===== config.mk =====
export PLATFORM = sky130hd
export DESIGN_NAME = bcd_updown_counter
export DESIGN_NICKNAME = d
export VERILOG_FILES = /design/src/rtl/bcdc_pkg.sv /design/src/rtl/bcdc_ctrl.sv /design/src/rtl/bcdc_datapath.sv /design/src/rtl/bcd_updown_counter.sv
export SDC_FILE = /design/constraint.sdc
export NUM_CORES = 1
export LEC_CHECK = 0
export ABC_AREA = 1
export BUFFER_PORTS_ARGS = -buffer_cell sky130_fd_sc_hd__buf_2
export CAP_MARGIN = 10
export CELL_PAD_IN_SITES_DETAIL_PLACEMENT = 1
export CELL_PAD_IN_SITES_GLOBAL_PLACEMENT = 2
export CORE_AREA = 2 2 47 49
export DETAILED_ROUTE_END_ITERATION = 8
export DIE_AREA = 0 0 49 51
export MAX_ROUTING_LAYER = met4
export PLACE_DENSITY_LB_ADDON = 0.1
export SYNTH_ARGS = -nofsm -noshare
export SYNTH_HDL_FRONTEND = slang
export SYNTH_SLANG_ARGS = --single-unit

===== constraint.sdc =====
create_clock -name clk -period 1.7 [get_ports clk]
set_input_delay 0.51 -clock clk [delete_from_list [all_inputs] [get_ports clk]]
set_output_delay 0.51 -clock clk [all_outputs]
set_load 0.02 [all_outputs]

===== src/rtl/bcdc_pkg.sv =====
package bcdc_pkg;
  // Strobes passed from control to datapath; at most one is high per cycle.
  typedef struct packed {
    logic loadStb;
    logic upStb;
    logic downStb;
  } ctrlStrobes_t;
endpackage


===== src/rtl/bcdc_ctrl.sv =====
module bcdc_ctrl
  import bcdc_pkg::*;
(
  input  logic         downSel,
  input  logic         countEnN,
  input  logic         presetEn,
  output ctrlStrobes_t strobes,
  output logic         countActive
);
  always_comb begin
    countActive     = !countEnN;
    strobes.loadStb = presetEn;
    strobes.upStb   = !presetEn && countActive && !downSel;
    strobes.downStb = !presetEn && countActive && downSel;
  end
endmodule


===== src/rtl/bcdc_datapath.sv =====
module bcdc_datapath
  import bcdc_pkg::*;
#(
  parameter int LAST_DIGIT = 9,
  parameter int CNT_W      = $clog2(LAST_DIGIT + 1)
) (
  input  logic             clk,
  input  logic             rstN,
  input  ctrlStrobes_t     strobes,
  input  logic             downSel,
  input  logic [CNT_W-1:0] loadVal,
  output logic [CNT_W-1:0] countQ,
  output logic             termFlag
);
  localparam logic [CNT_W-1:0] LAST_V = CNT_W'(LAST_DIGIT);
  localparam logic [CNT_W-1:0] ZERO_V = '0;
  localparam logic [CNT_W-1:0] ONE_V  = CNT_W'(1);

  logic [CNT_W-1:0] nextCount;

  always_comb begin
    nextCount = countQ;
    if (strobes.loadStb) begin
      nextCount = loadVal;
    end else if (strobes.upStb) begin
      // values at or above the last digit fold back to zero
      nextCount = (countQ >= LAST_V) ? ZERO_V : countQ + ONE_V;
    end else if (strobes.downStb) begin
      nextCount = (countQ == ZERO_V) ? LAST_V : countQ - ONE_V;
    end
  end

  always_ff @(posedge clk or negedge rstN) begin
    if (!rstN) countQ <= ZERO_V;
    else       countQ <= nextCount;
  end

  always_comb termFlag = downSel ? (countQ == ZERO_V) : (countQ == LAST_V);

  AST_STROBE_EXCL: assert property (@(posedge clk) disable iff (!rstN)
    $onehot0({strobes.loadStb, strobes.upStb, strobes.downStb}));
  AST_UP_WRAP: assert property (@(posedge clk) disable iff (!rstN)
    strobes.upStb && countQ == LAST_V |=> countQ == ZERO_V);
  AST_DOWN_WRAP: assert property (@(posedge clk) disable iff (!rstN)
    strobes.downStb && countQ == ZERO_V |=> countQ == LAST_V);
  AST_UP_STEP: assert property (@(posedge clk) disable iff (!rstN)
    strobes.upStb && countQ < LAST_V |=> countQ == $past(countQ) + ONE_V);
  AST_UP_RANGE: assert property (@(posedge clk) disable iff (!rstN)
    strobes.upStb && countQ > LAST_V |=> countQ == ZERO_V);
endmodule


===== src/rtl/bcd_updown_counter.sv =====
module bcd_updown_counter
  import bcdc_pkg::*;
#(
  parameter int LAST_DIGIT = 9,
  localparam int CNT_W     = $clog2(LAST_DIGIT + 1)
) (
  input  logic             clk,
  input  logic             rstN,
  input  logic             downSel,
  input  logic             countEnN,
  input  logic             presetEn,
  input  logic [CNT_W-1:0] presetVal,
  output logic [CNT_W-1:0] count,
  output logic             termFlag,
  output logic             rippleN
);
  ctrlStrobes_t strobes;
  logic         countActive;

  bcdc_ctrl i_ctrl (
    .downSel    (downSel),
    .countEnN   (countEnN),
    .presetEn   (presetEn),
    .strobes    (strobes),
    .countActive(countActive)
  );

  bcdc_datapath #(.LAST_DIGIT(LAST_DIGIT), .CNT_W(CNT_W)) i_datapath (
    .clk     (clk),
    .rstN    (rstN),
    .strobes (strobes),
    .downSel (downSel),
    .loadVal (presetVal),
    .countQ  (count),
    .termFlag(termFlag)
  );

  // cascade strobe: open only in the low clock phase
  always_comb rippleN = !(termFlag && countActive && !clk);

  AST_HOLD: assert property (@(posedge clk) disable iff (!rstN)
    !presetEn && countEnN |=> $stable(count));
  AST_PRESET: assert property (@(posedge clk) disable iff (!rstN)
    presetEn |=> count == $past(presetVal));
  AST_RIPPLE_HIGH: assert property (@(negedge clk) disable iff (!rstN)
    rippleN);
  AST_RIPPLE_COND: assert property (@(posedge clk) disable iff (!rstN)
    !rippleN |-> termFlag && !countEnN);
endmodule


# == After elaboration in Yosys (flattened, before gate mapping) ==
# Cells that the tools add are included.
# classes
magnitude_cmp,1
reduce_logical,12
add_sub_neg,2
eq_ne,1
n_mux,6
# ops
op,n
$mux 4,5
$logic_and 1x1->1,5
$logic_not 1->1,5
$add 4x1->4 const B,1
$eq 4x4->1 const B,1
$ge 4x4->1 const B,1
$logic_not 4->1,1
$sub 4x1->4 const B,1
$reduce_bool 3->1,1
$mux 1,1
# word_totals
ff_bits,4
in_bits,9
out_inout_bits,6

# == Depth between registers and ports, before layout ==
# logic_depth
ltp_word,6
ltp_mapped,10
mapped_depth_nobuf,10

# == By module ==
# A second synthesis with hierarchy kept.
# unflattened
hier_cells,75
hier_area_um2,515.5
# modules_own_cells
mod,instances,area_per_inst_um2,cells_each
bcdc_datapath,1,469.2,66
bcdc_ctrl,1,32.5,7
bcd_updown_counter,1,13.8,2

==> reports/qor.yml <==
route:
  vias_per_cell: 4.31
  via_count: 552
  first_pass_iters: 3
  wl_um: 1740
  ant_nets: 0
  first_iter_violations: 4
  drc_errors: 0
  wire_per_inst_um: 13.6
layout:
  area_growth_syn_to_layout_pct: 61.6
  largest_reg_flops: 4
  top_regs: "i_datapath.countQ (4)"
  final_util: 0.363
  nFillCells: 282
  drive_above_1_share: 0.460
  nNetsFinal: 115
  diodes: 0
  largest_register: "i_datapath.countQ"
synth:
  syn_avg_cell_area_um2: 6.61
  synth_edf_count: 0
  async_flop_share: 1.00
  yosys_warnings: 0
  synth_ff_type: "dfrtp_1"
  syn-instance-count: 70
  yosysUniqueCellTypes: 19
  netlist.area_leader.share: 0.216
  synth_top_cell_by_area: "dfrtp_1"
  seq_area_frac_synth: 0.216
  ys_ff_latch: 4
  syn_nets: 83
  synth.area.top_cells: "dfrtp_1, nand2_1, ha_1, nand3_1, inv_1"
  netlist_area_um2: 463
setup_path:
  critical_path_class: "flip-flop to primary output"
  cp-end-kind: "primary output"
  worstPathRequired_ns: 1.19
  cpMaxStageDelayCell: "dfrtp_2"
  crit_family: "flip-flops"
  path_max_fanout: 3
  r2r_slack_ns: 0.23
  cp.arrival_ns: 1.42
  worst_setup_path_start_kind: "flip-flop"
  worstPathCellList: "inv_4, ha_4, nand3_4, o21ai_4, nand2_2, buf_6"
  worst-path-buf-inv: 2
  cpPeakStageDelay_ns: 0.44
clocking:
  clk_latency_ns: 0.35
  cts_tree: "yes"
  clk_pin_slew_ns: 0.04
place:
  place.port_buffers: 14
  post-dp-hpwl_um: 1390
  pre_cts_ws_ns: 0.0409
  gp_congestion: 0.814
sta:
  worstMarginPinSlew_ns: 0.209
  finalSetupViolations: 3
  slew_headroom: 0.859
  hold_violations: 0
  min_period_ns: 1.93
  hold_ws_ns: 0.485
  min_period_over_period: 1.14
  max_clock_freq_mhz: 517
  rsz0062_at_grt: "true"
  clock_skew_ns: 0.00543
  slew_violations: 0
  worst_slack_ns: -0.232
run_status:
  status: "finished, violations left"
  violations: "negative setup slack"
floorplan:
  die_area_um2: 2500
  die_width_um: 49
  design.portCount: 15
  core_area_um2: 2060
  fp.dieH_um: 51
  initial_utilization: 0.224
  num_rows: 17
flow_run:
  maxCapViolCount: 0
pwr:
  p_comb_frac: 0.420
  peakVddDrop_uv: 529
  p_leak_nw: 0.396
  pwr-share-seq: 0.202
  internal_power_uw: 386
  power.switching_uw: 247
  swShare: 0.390
  p_total_uw: 633
  power.share.clock: 0.378
  powerDensity_nw_per_um2: 846
global_routing:
  grt_pass1_vias: 684
  antenna_found_initial: 0
  track_usage: 0.188
  grt_overflow: 0
  grt_pass1_wl_um: 3090
  grt_max_degree: 7
worst_hold_path:
  min_path_type: "primary input to flip-flop"
-- final timing paths --
check	cells past startpoint	startpoint	end
worst max-delay path	6	i_datapath.countQ[0]	rippleN
worst min-delay path	5	presetVal[3]	i_datapath.countQ[3]
worst max register to register	9	i_datapath.countQ[0]	i_datapath.countQ[3]
worst min register to register	4	i_datapath.countQ[2]	i_datapath.countQ[2]
max in group asynchronous	2	rstN	i_datapath.countQ[0]
min in group asynchronous	2	rstN	i_datapath.countQ[3]
-- metrics by stage --
stage	area, um^2	setup TNS [ns]	instances
after floorplan	502	0	70
after global placement	648	0	118
after detailed placement	648	0	118
after CTS	747	-0.513	128
after global routing	748	-0.602	128
final	748	-0.463	128
-- per-layer routing --
metal | up-vias | wire length (um) | track usage | part of all wire
li1 | 285 | - | - | -
met1 | 250 | 666 | 0.165 | 0.38
met2 | 15 | 980 | 0.317 | 0.56
met3 | 2 | 72 | 0.0614 | 0.041
met4 | 0 | 19 | 0.186 | 0.011
met5 | - | 0 | - | 0
-- logic make-up after synthesis --
family	synth area share
fa+ha+maj	0.108
compound gates	0.0811
flops	0.216
simple gates	0.427
xor+xnor	0.0378
buf+inv	0.130
-- cells in the mapped netlist, types with 2 or more instances --
cell type  number
dfrtp_1         4
ha_1            4
o21ai_1         2
inv_1           8
nand3_1         8
nand2_1        25
nand4_1         2
xor2_1          2
o21ai_0         4
nor2_1          2
-- tightest hold or removal path, delay by kind of cell --
kind,cells,cell delay [ns]
AO/OA/AOI/OAI,1,0.06
AND/OR/NAND/NOR,2,0.10
buffers and inverters,2,0.11
-- timing repair --
action,in CTS,in global routing
gates cloned,0,0
endpoints found under the hold margin,4,0
hold buffers,1,0
resized for setup,5,1
pin swaps,3,1
buffers inserted,3,0
setup endpoints to repair,3,4
-- layout make-up --
type	instances	area [um^2]	share of cell area
repair buffers	24	150	0.201
clock buffers	7	56.3	0.0753
multi-input cells	54	349	0.467
flip-flops and latches	4	104	0.139
well taps	28	35.0	0.0468
inverters	11	53.8	0.0719
-- cell usage in the layout, fill, tap and decap left out --
cell type	netlist	routed
buf_2	0	13
buf_4	0	10
buf_6	1	1
clkbuf_4	0	6
dfrtp_1	4	1
dfrtp_2	0	3
dlygate4sd3_1	0	1
ha_1	4	2
ha_4	0	2
inv_1	8	6
inv_2	1	1
inv_4	1	3
inv_6	1	1
nand2_1	25	24
nand2_2	0	1
nand2_4	1	1
nand3_1	8	8
nand3_4	0	1
nand3b_2	1	1
nand4_1	2	2
nor2_1	2	2
nor2_4	1	1
o211ai_1	1	1
o21ai_0	4	4
o21ai_1	2	1
o21ai_4	0	1
xor2_1	2	2
-- power groups by stage --
stage,combinational (mW),sequential [mW],clock [mW]
after floorplan,0.143,0.142,0.0116
after CTS,0.268,0.127,0.257
after global placement,0.250,0.125,0.0130
final,0.266,0.128,0.239
after detailed placement,0.251,0.126,0.0130
after global routing,0.303,0.130,0.270
(Power assumes the default switching activity.)
